--- src/rtl/ptw_pkg.sv ---
package ptw_pkg;

  localparam int ENTRY_W  = 32;
  localparam int VALID_IX = 31;
  localparam int RD_IX    = 30;
  localparam int WR_IX    = 29;
  localparam int EX_IX    = 28;

  typedef enum logic [2:0] {
    ST_IDLE  = 3'd0,
    ST_ISSUE = 3'd1,
    ST_WAIT  = 3'd2,
    ST_CHECK = 3'd3,
    ST_DONE  = 3'd4
  } walkState_t;

  typedef enum logic [1:0] {
    ACC_LOAD  = 2'd0,
    ACC_STORE = 2'd1,
    ACC_FETCH = 2'd2,
    ACC_RSVD  = 2'd3
  } accKind_t;

  typedef struct packed {
    logic capReq;   // take miss fields and form entry address
    logic capRsp;   // take returned entry word
    logic latchRes; // register outcome
    logic clearRes; // drop outcome pulses
  } walkStrobes_t;

endpackage

--- src/rtl/ptw_perm.sv ---
module ptw_perm
  import ptw_pkg::*;
(
  input  logic [1:0] accKind,
  input  logic [2:0] rights,   // {read, write, execute}
  output logic       allowed
);
  always_comb begin
    unique case (accKind)
      ACC_LOAD:  allowed = rights[2];
      ACC_STORE: allowed = rights[1];
      ACC_FETCH: allowed = rights[0];
      default:   allowed = 1'b0;
    endcase
  end
endmodule

--- src/rtl/ptw_ctrl.sv ---
module ptw_ctrl
  import ptw_pkg::*;
(
  input  logic         clk,
  input  logic         rstN,
  input  logic         missValid,
  input  logic         memRspValid,
  output walkStrobes_t stb,
  output logic         busy,
  output logic         memReq
);
  walkState_t stateQ, stateD;

  always_ff @(posedge clk) begin
    if (!rstN) stateQ <= ST_IDLE;
    else       stateQ <= stateD;
  end

  always_comb begin
    stateD = stateQ;
    stb    = '0;
    unique case (stateQ)
      ST_IDLE: begin
        if (missValid) begin
          stb.capReq = 1'b1;
          stateD     = ST_ISSUE;
        end
      end
      ST_ISSUE: stateD = ST_WAIT;
      ST_WAIT: begin
        if (memRspValid) begin
          stb.capRsp = 1'b1;
          stateD     = ST_CHECK;
        end
      end
      ST_CHECK: begin
        stb.latchRes = 1'b1;
        stateD       = ST_DONE;
      end
      ST_DONE: begin
        stb.clearRes = 1'b1;
        stateD       = ST_IDLE;
      end
      default: stateD = ST_IDLE;
    endcase
  end

  assign busy   = (stateQ != ST_IDLE);
  assign memReq = (stateQ == ST_ISSUE);
endmodule

--- src/rtl/ptw_datapath.sv ---
module ptw_datapath
  import ptw_pkg::*;
#(
  parameter int VPN_W  = 8,
  parameter int PPN_W  = 20,
  parameter int ADDR_W = 32
) (
  input  logic               clk,
  input  logic               rstN,
  input  walkStrobes_t       stb,
  input  logic [VPN_W-1:0]   missVpn,
  input  logic [1:0]         missAcc,
  input  logic [ADDR_W-1:0]  ptBase,
  input  logic [ENTRY_W-1:0] memRspData,
  output logic [ADDR_W-1:0]  memAddr,
  output logic               refillValid,
  output logic [VPN_W-1:0]   refillTag,
  output logic [PPN_W-1:0]   refillPpn,
  output logic [2:0]         refillRights,
  output logic               pageFault,
  output logic               protFault
);
  localparam int PAD_W = ADDR_W - VPN_W - 2;

  logic [VPN_W-1:0]   vpnQ;
  logic [1:0]         accQ;
  logic [ADDR_W-1:0]  addrQ;
  logic [ENTRY_W-1:0] pteQ;
  logic               okPerm;
  logic               pteValid;
  logic [2:0]         pteRights;
  logic [ADDR_W-1:0]  offsetW;

  assign offsetW   = {{PAD_W{1'b0}}, missVpn, 2'b00};
  assign pteValid  = pteQ[VALID_IX];
  assign pteRights = {pteQ[RD_IX], pteQ[WR_IX], pteQ[EX_IX]};

  ptw_perm u_perm (
    .accKind (accQ),
    .rights  (pteRights),
    .allowed (okPerm)
  );

  always_ff @(posedge clk) begin
    if (!rstN) begin
      vpnQ  <= '0;
      accQ  <= '0;
      addrQ <= '0;
    end else if (stb.capReq) begin
      vpnQ  <= missVpn;
      accQ  <= missAcc;
      addrQ <= ptBase + offsetW;
    end
  end

  always_ff @(posedge clk) begin
    if (!rstN)           pteQ <= '0;
    else if (stb.capRsp) pteQ <= memRspData;
  end

  always_ff @(posedge clk) begin
    if (!rstN) begin
      refillValid  <= 1'b0;
      pageFault    <= 1'b0;
      protFault    <= 1'b0;
      refillTag    <= '0;
      refillPpn    <= '0;
      refillRights <= '0;
    end else if (stb.latchRes) begin
      refillValid  <= pteValid & okPerm;
      pageFault    <= ~pteValid;
      protFault    <= pteValid & ~okPerm;
      refillTag    <= vpnQ;
      refillPpn    <= pteQ[PPN_W-1:0];
      refillRights <= pteRights;
    end else if (stb.clearRes) begin
      refillValid <= 1'b0;
      pageFault   <= 1'b0;
      protFault   <= 1'b0;
    end
  end

  assign memAddr = addrQ;
endmodule

--- src/rtl/pt_walker.sv ---
module pt_walker
  import ptw_pkg::*;
#(
  parameter int VPN_W  = 8,
  parameter int PPN_W  = 20,
  parameter int ADDR_W = 32
) (
  input  logic              clk,
  input  logic              rstN,
  input  logic              missValid,
  input  logic [VPN_W-1:0]  missVpn,
  input  logic [1:0]        missAcc,
  input  logic [ADDR_W-1:0] ptBase,
  output logic              busy,
  output logic              memReq,
  output logic [ADDR_W-1:0] memAddr,
  input  logic              memRspValid,
  input  logic [31:0]       memRspData,
  output logic              refillValid,
  output logic [VPN_W-1:0]  refillTag,
  output logic [PPN_W-1:0]  refillPpn,
  output logic [2:0]        refillRights,
  output logic              pageFault,
  output logic              protFault
);
  walkStrobes_t stb;

  ptw_ctrl u_ctrl (
    .clk         (clk),
    .rstN        (rstN),
    .missValid   (missValid),
    .memRspValid (memRspValid),
    .stb         (stb),
    .busy        (busy),
    .memReq      (memReq)
  );

  ptw_datapath #(
    .VPN_W  (VPN_W),
    .PPN_W  (PPN_W),
    .ADDR_W (ADDR_W)
  ) u_dp (
    .clk          (clk),
    .rstN         (rstN),
    .stb          (stb),
    .missVpn      (missVpn),
    .missAcc      (missAcc),
    .ptBase       (ptBase),
    .memRspData   (memRspData),
    .memAddr      (memAddr),
    .refillValid  (refillValid),
    .refillTag    (refillTag),
    .refillPpn    (refillPpn),
    .refillRights (refillRights),
    .pageFault    (pageFault),
    .protFault    (protFault)
  );
endmodule

--- config.mk ---
export PLATFORM = sky130hd
export DESIGN_NAME = pt_walker
export DESIGN_NICKNAME = d
export VERILOG_FILES = /design/src/rtl/ptw_pkg.sv /design/src/rtl/ptw_perm.sv /design/src/rtl/ptw_ctrl.sv /design/src/rtl/ptw_datapath.sv /design/src/rtl/pt_walker.sv
export SDC_FILE = /design/constraint.sdc
export NUM_CORES = 1
export LEC_CHECK = 0
export BUFFER_PORTS_ARGS = -buffer_cell sky130_fd_sc_hd__buf_2
export CORE_MARGIN = 2
export CORE_UTILIZATION = 46
export DETAILED_ROUTE_END_ITERATION = 8
export HOLD_SLACK_MARGIN = 0.15
export PLACE_DENSITY = 0.86
export SKIP_LAST_GASP = 1
export SYNTH_ARGS = -nofsm -noshare
export SYNTH_HDL_FRONTEND = slang
export SYNTH_SLANG_ARGS = --single-unit
--- constraint.sdc ---
create_clock -name clk -period 2.4 [get_ports clk]
set_input_delay 0.48 -clock clk [delete_from_list [all_inputs] [get_ports clk]]
set_output_delay 0.48 -clock clk [all_outputs]
set_load 0.05 [all_outputs]
# Word-level counts from Yosys, hierarchy flattened
# Index checks and enable logic that the tools add are counted.
[op_classes]
mul = 0
shift = 0
div = 0
reduce_logical = 5
bitwise = 4
magnitude_cmp = 0
muxes = 14
n_eq_ne = 8
n_addsub = 1
[ops]
columns = ["op", "n"]
rows = [
  ["$add 32x10->32", 1],
  ["$pmux 3 s4", 1],
  ["$mux 1", 10],
  ["$eq 3x2->1 const B", 2],
  ["$mux 3", 2],
  ["$ne 2x2->1 const B", 2],
  ["$eq 3x1->1 const B", 1],
  ["$eq 3x3->1 const B", 1],
  ["$logic_not 3->1", 1],
  ["$pmux 1 s3", 1],
  ["$reduce_bool 3->1", 1],
  ["$and 1x1->1", 2],
  ["$eq 2x1->1 const B", 1],
  ["$eq 2x2->1 const B", 1],
  ["$logic_not 2->1", 1],
  ["$not 1->1", 2],
  ["$reduce_and 2->1", 1],
  ["$reduce_bool 2->1", 1],
]
[word_totals]
output_inout_bits = 68
romBits = 0
n_memories = 0
latchBits = 0
inputBits = 78
reg_bits = 111
elab_cells = 43
mem_bits_rw = 0

# Depth between registers and ports, before layout
# Gate-level depths: netlist of the first run.
[depth]
ltp_word = 5
depth_mapped = 8
mapped_depth_nobuf = 7

# Cells and area by module
# From an unflattened synthesis of the first run, not the netlist that was laid out.
[hier_totals]
hier_cells = 468
hier_area_um2 = 4443.0
[by_module_without_submodules]
columns = ["mod", "n_inst", "area_each_um2", "cells_per_inst"]
rows = [
  ["ptw_datapath", 1, 4242.8, 447],
  ["ptw_ctrl", 1, 177.7, 18],
  ["ptw_perm", 1, 22.5, 3],
]

# Worst setup path before layout of the first run
# Ideal clock, no wire load.
[synth_timing]
path_type = "input -> register"
start = "in missVpn[0]"
end = "reg u_dp.addrQ[22], in the netlist u_dp.memAddr[22]"
slack_ps = -9
arrival_ps = 2272
setup_ps = 138
cell_stages = 7
n_path_buf = 0
required_time_ps = 2262
path_cell_list = "ha_1 -> fa_1 -> a211oi_1 -> nor3_2 -> o31ai_1 -> mux2i_1 -> o221ai_1"
[synth_via]
elab_chain_len = 1
[synth_lines]
columns = ["element", "line_no", "text"]
rows = [
  ["from (decl)", "pt_walker.sv:11", "input logic [VPN_W-1:0] missVpn,"],
  ["$add 32x10->32", "ptw_datapath.sv:52", "addrQ <= ptBase + offsetW;"],
  ["to (signal assigned)", "ptw_datapath.sv:52", ""],
  ["to (decl)", "ptw_datapath.sv:27", "logic [ADDR_W-1:0] addrQ;"],
]
# Every way passes these cells.
# A chain may end at the register's enable or synchronous reset.

# Worst setup path in the final report of the first run
[layout_timing]
start = "in missVpn[0]"
end = "reg u_dp.addrQ[28], in the netlist u_dp.memAddr[28]"
# Same word-level chain as after synthesis.

==> metrics, run 1 <==
most frequent cell after synthesis nand2_1; Final WS setup between 200 and 300 ps; H-tree levels 3; Pwr per Cell Area between 600 and 700 nW/um2; total track usage between 20% and 30%; fin. max-slew vios 0; Overflow after GRT 0; Hold Vio Cnt, Final 0; skew final between 10 and 15 ps; Crit Path Class in2reg; main combinational cell family by area after synthesis simple AND/OR/NAND/NOR gates; number of synthesized flops with an enable pin 0; share of cells above drive strength 1 27.95%; top cell type's share of synthesized area 44.99%; initial core utilization 47.11%; Arr. time, crit path 2370 ps; Reg clk slew, reported paths ~100 ps; ANT nets after route 0; DRC Markers 0; Required @ worst endpoint between 2000 and 3000 ps; Core Rows 36; pre-CTS WS -124.1 ps; nets around 780; Rel. slew slack just under 60%; Startpoint Class input port; RSZ-0062 raised after global routing no; multiplexer share of the synthesized area less than 1%; cts bufs inserted 9; period utilisation layout ~88%; peak supply drop 0.3392 mV; routed length per instance ~14 um; Async S/R FF share, synth 0%; Leak approximately 2.3 nW; setup repair bufs after CTS 0; CTS tree yes; clk sinks approximately 100; via count about 4,400; Post-Synth XOR/XNOR Area approximately 3.2%; R2R Setup Slk around 500 ps; IO Count about 150; worst-margin pin slew 632.1 ps; fin cells roughly 830; via/cell ratio around 5.3; Period minus WS final between 2000 and 2500 ps; Compound-Gate Fraction of Synth Area a little over a fifth; Buffers on Ports 137; status complete, no violations; CTS Buffer Depth 2; die area between 10,000 and 15,000 um2; first-pass GRT wire length between 15,000 and 20,000 um; Placed Instances roughly 810; worst skew pair latency 370 ps; Syn Area/Cell 8.318 um2; post-CTS sizing 0; Synth cell types 53; vias in the first global route 4,213; Routed WL approximately 12,000 um; crit path max fanout 4; Syn. warnings 0; Mapped Nets around 640; initial antenna violation count 1; initial DRC count roughly 210; largest net degree at the start of global routing 55; sequential cell area fraction in the yosys report ~45%; ranking of synthesized cells by area dfxtp_1 (45%), nand2_1 (13%), a21boi_0 (11%), o21ai_0 (3.4%), clkbuf_1 (2.7%); CP endpoint kind register; Area Overhead vs Synth 24.08%; die height about 100 um; Pre-Repair DR Iteration Count 5; Max Freq approximately 470 MHz; register bit total from synthesis between 100 and 150; Syn Std Cell Area around 4600 um2; CTS root buffer clkbuf_8; global placement routability congestion between 0.8 and 0.9; Synth Area in Adders about 2.6%; maxcap violations 0; leading area contributor after synthesis dfxtp_1; # setup viols final 0; multi-input logic area approximately 2400 um2; synth cell count leaders nand2_1 (155), dfxtp_1 (103), a21boi_0 (70); simple-gate portion of the synthesized area between 20% and 30%; Min-Delay Path Class in2reg; core outline area 9729 um2; filler cell count 910; post-detailed-placement half-perimeter wirelength 8492 um; flip-flop and latch area just over 2000 um2; die width around 100 um; Post-Syn Instances between 500 and 600; cts-stage hold buffer count 0; Post-synth top flop dfxtp_1
logic make-up (layout without fill, tap and decap cells):
group           after synthesis  in the layout
other cells                   0              1
mux                           2              2
flops                       103            103
buf+inv                      41            184
fa+ha+maj                     9              9
simple gates                231            231
xor+xnor                     17             17
compound gates              148            148
state kept, by name, indices dropped and copies added, names as in the netlist:
| name | flops |
|---|---|
| u_dp.memAddr | 32 |
| u_dp.pteQ | 24 |
| u_dp.refillPpn | 20 |
| u_dp.refillTag | 8 |
| u_dp.vpnQ | 8 |
| u_ctrl.stateQ | 3 |
| u_dp.refillRights | 3 |
| u_dp.accQ | 2 |
| u_dp.pageFault | 1 |
| u_dp.protFault | 1 |
| u_dp.refillValid | 1 |
through the flow:
step	hold WS, ps	util (%)	cell area [um2]	TNS, ps	total power [mW]
floorplan	441.2	-	4588	0	2.495
global placement	444.6	56.53	5500	-34.31	2.754
detailed placement	455.2	56.53	5500	-358.1	2.780
CTS	336.4	58.42	5684	0	3.806
global route	344.7	58.42	5684	0	3.958
finish	350.3	58.45	5687	0	3.771
cell type report:
cell class	count	area share (%)
clock inverter	5	0.5721
tap	133	2.926
inverter	5	0.3300
sequential	103	36.26
antenna	1	0.04400
timing repair buffer	163	15.49
clock buffer	11	2.662
multi-input combinational	407	41.72
cell usage in the layout, fill, tap and decap left out, drive strengths merged, types with 3 or more instances in the layout:
cell type,synthesis,final
o21ai,32,32
nor3,8,8
xor2,13,13
nand3,20,20
ha,8,8
nor2,8,8
or3,5,5
inv,5,5
a21oi,15,15
and2,5,5
a21boi,71,71
o31ai,3,3
clkbuf,34,11
a31oi,7,7
xnor2,4,4
nor3b,4,4
nand4,10,10
clkinvlp,0,3
buf,2,163
a211oi,4,4
dfxtp,103,103
nor4,3,3
o211ai,4,4
nand2,155,155
worst paths after layout:
check	startpoint	end	cells after the start
min	missAcc[0]	u_dp.accQ[0]$_SDFFE_PN0P_	3
min reg2reg	u_dp.vpnQ[6]$_SDFFE_PN0P_	u_dp.refillTag[6]$_SDFFE_PN0P_	2
max	missVpn[0]	u_dp.memAddr[28]$_SDFFE_PN0P_	8
max reg2reg	u_ctrl.stateQ[2]$_SDFFE_PN0P_	u_dp.memAddr[8]$_SDFFE_PN0P_	5
critical path, cell delays in order:
cell	delay, ps
buf_2	120
ha_1	230
fa_1	410
a211oi_2	310
nor3_2	120
o311ai_0	400
xor2_1	210
a21oi_1	90
metal layers:
metal / share of wire (%) / track usage (%) / vias up
met2: 48 / 36.98 / 167
met4: 1.7 / 8.012 / 0
met1: 43 / 26.61 / 2001
met5: 0 / 0 / -
met3: 7.0 / 4.972 / 16
li1: - / - / 2173
power breakdown:
group          internal (mW)  leakage, nW  switching (mW)
logic                  0.275         1.42           0.600
clock network          0.430       0.0874           0.596
registers               1.81        0.839          0.0584
total                   2.52         2.34            1.25
(Power assumes the default switching activity.)
==> run 2: changes to the inputs <==
--- a/config.mk
+++ b/config.mk
@@ -7,10 +7,11 @@
 export LEC_CHECK = 0
 export BUFFER_PORTS_ARGS = -buffer_cell sky130_fd_sc_hd__buf_2
 export CORE_MARGIN = 2
-export CORE_UTILIZATION = 46
+export CORE_UTILIZATION = 48
+export CTS_BUF_LIST = sky130_fd_sc_hd__clkbuf_4
 export DETAILED_ROUTE_END_ITERATION = 8
 export HOLD_SLACK_MARGIN = 0.15
-export PLACE_DENSITY = 0.86
+export PLACE_DENSITY = 0.89
 export SKIP_LAST_GASP = 1
 export SYNTH_ARGS = -nofsm -noshare
 export SYNTH_HDL_FRONTEND = slang
==> run 2 against run 1 <==
Against the previous run: critical path depth increased by 1; clock-buffer cell count fell by 2; first-iteration DRC count down 29%; sequential share of layout area is 0.46 points higher; sequential power hardly changed; wire length down 2.6%; clock power fell by 19%; non-clock buffer count fell by 2; register-to-register slack improved by 140 ps; largest cell class unchanged.
==> metrics, run 2 (same netlist as run 1, synthesis figures left out) <==
R2R cell count 6; DRC Markers 0; sw frac between 30% and 40%; Largest register FFs 32; Overflow after GRT 0; maxcap violations 0; worst hold path stage count 3; Int Pwr around 2.3 mW; CTS root buffer clkbuf_4; status complete, no violations; Switching Power roughly 1.3 mW; first-pass GRT wire length between 15,000 and 20,000 um; Hold Vio Cnt, Final 0; worst setup path endpoint u_dp.memAddr[22]$_SDFFE_PN0P_; Pre-Repair DR Iteration Count 4; Min-Delay Path Class in2reg; ANT nets after route 0; initial DRC count 149; Hold WS around 250 ps; CTS Buffer Depth 2; Reg clk slew, reported paths between 150 and 200 ps; via/cell ratio roughly 5.3; Max Freq ~480 MHz; wire length on met1 roughly 5000 um; die area 10,350 um2; top sig layer met4; vias in the first global route roughly 4,100; Logic pwr share 24.4%; # diodes 0; most common cell after layout, fill and taps aside nand2_1; Arr. time, crit path around 2400 ps; # setup viols final 0; Period minus WS final between 2000 and 2500 ps; Core Rows 35; Sequential Power Share a little over half; H-tree levels 3; Required @ worst endpoint ~2700 ps; Rel. slew slack between 60% and 70%; period utilisation layout approximately 86%; setup repair bufs after CTS 0; global placement routability congestion 0.8533; Setup TNS 0 ps; Final WS setup about 340 ps; core outline area ~9000 um2; Buffers on Ports roughly 140; initial antenna violation count 0; largest net degree at the start of global routing roughly 70; Leak roughly 2.3 nW; Crit Path Class in2reg; Power Total 3.577 mW; post-layout util a little over 60%; initial core utilization between 40% and 50%; via count approximately 4,400; WL met2 between 5000 and 6000 um; fin. max-slew vios 0; R2R Setup Slk around 640 ps; total track usage approximately 22%; Pwr per Cell Area 637.0 nW/um2; post-detailed-placement half-perimeter wirelength ~8200 um; skew final ~18 ps; cts-stage hold buffer count 0; CP endpoint kind register; clk sinks approximately 100; peak supply drop about 0.40 mV; nets 774; post-CTS sizing 0; filler cell count 798; die width about 100 um; Clk pwr share 23.3%; IO Count between 100 and 150; RSZ-0062 raised after global routing no; Startpoint Class input port; crit path max fanout 4; reg-to-reg critical path startpoint u_ctrl.stateQ[2]$_SDFFE_PN0P_; CP startpoint missVpn[0]; worst skew pair latency roughly 450 ps; metal3 WL a little under 800 um; cts bufs inserted 9; worst r2r dst u_dp.memAddr[24]$_SDFFE_PN0P_; Area Overhead vs Synth 22.52%; most frequent cells in the layout nand2_1 (155), buf_2 (137), dfxtp_1 (103); share of cells above drive strength 1 between 20% and 30%; pre-CTS WS -141.0 ps; CTS tree yes; Routed WL around 11,000 um; routed length per instance 13.91 um; die height around 100 um; worst-margin pin slew 591.3 ps
## run 2: cell types whose count changed in the layout (fill, tap and decap cells not counted), sizes merged
| cell | before | now |
|---|---|---|
| diode | 1 | 0 |
| clkinvlp | 3 | 4 |
| clkinv | 2 | 1 |
| clkbuf | 11 | 9 |
| buf | 163 | 161 |
| inv | 5 | 7 |
## run 2: worst min-delay path by stage
stage | startpoint | slack (ps) | endpoint
after floorplan | u_dp.pteQ[0]$_SDFFE_PN0P_ | 440 | u_dp.refillPpn[0]$_SDFFE_PN0P_
after global placement | u_dp.pteQ[0]$_SDFFE_PN0P_ | 450 | u_dp.refillPpn[0]$_SDFFE_PN0P_
after detailed placement | u_dp.refillPpn[3]$_SDFFE_PN0P_ | 450 | u_dp.refillPpn[3]$_SDFFE_PN0P_
after CTS | memRspData[5] | 240 | u_dp.pteQ[5]$_SDFFE_PN0P_
after global routing | memRspData[7] | 240 | u_dp.pteQ[7]$_SDFFE_PN0P_
final | memRspData[5] | 250 | u_dp.pteQ[5]$_SDFFE_PN0P_
## run 2: final cells by class
type                            count  area, um2  share of cell area [%]
Clock buffer                        9      67.56                   1.203
Tap cell                          129      161.4                   2.874
Timing Repair Buffer              161      878.3                   15.64
Clock inverter                      7      56.30                   1.003
Multi-Input combinational cell    407       2371                   42.22
Inverter                            5      18.77                  0.3342
Sequential cell                   103       2062                   36.72
## run 2: power groups by stage
stage | Clock, mW | Combinational, mW | Sequential (mW)
global placement | 0 | 0.851 | 1.90
detailed placement | 0 | 0.870 | 1.91
floorplan | 0 | 0.366 | 2.13
finish | 0.832 | 0.873 | 1.87
global route | 0.911 | 0.942 | 1.89
CTS | 0.853 | 0.872 | 1.87
## run 2: worst max-delay path, cell delays in order
cell	delay [ps]
buf_2	110
ha_1	230
fa_1	420
a211oi_2	320
nor3_2	120
o31ai_1	240
buf_4	170
mux2i_1	170
o221ai_1	130
## run 2: stage by stage
stage / std cells / instance area [um2]
floorplan: 551 / 4588
global placement: 805 / 5492
detailed placement: 805 / 5492
CTS: 821 / 5615
global route: 821 / 5615
finish: 821 / 5615
## run 2: routing by layer
layer / vias to the layer above / GRT usage (%)
met5: - / 0
met4: 0 / 6.757
met3: 20 / 4.417
met2: 164 / 37.30
met1: 1989 / 28.00
li1: 2178 / -
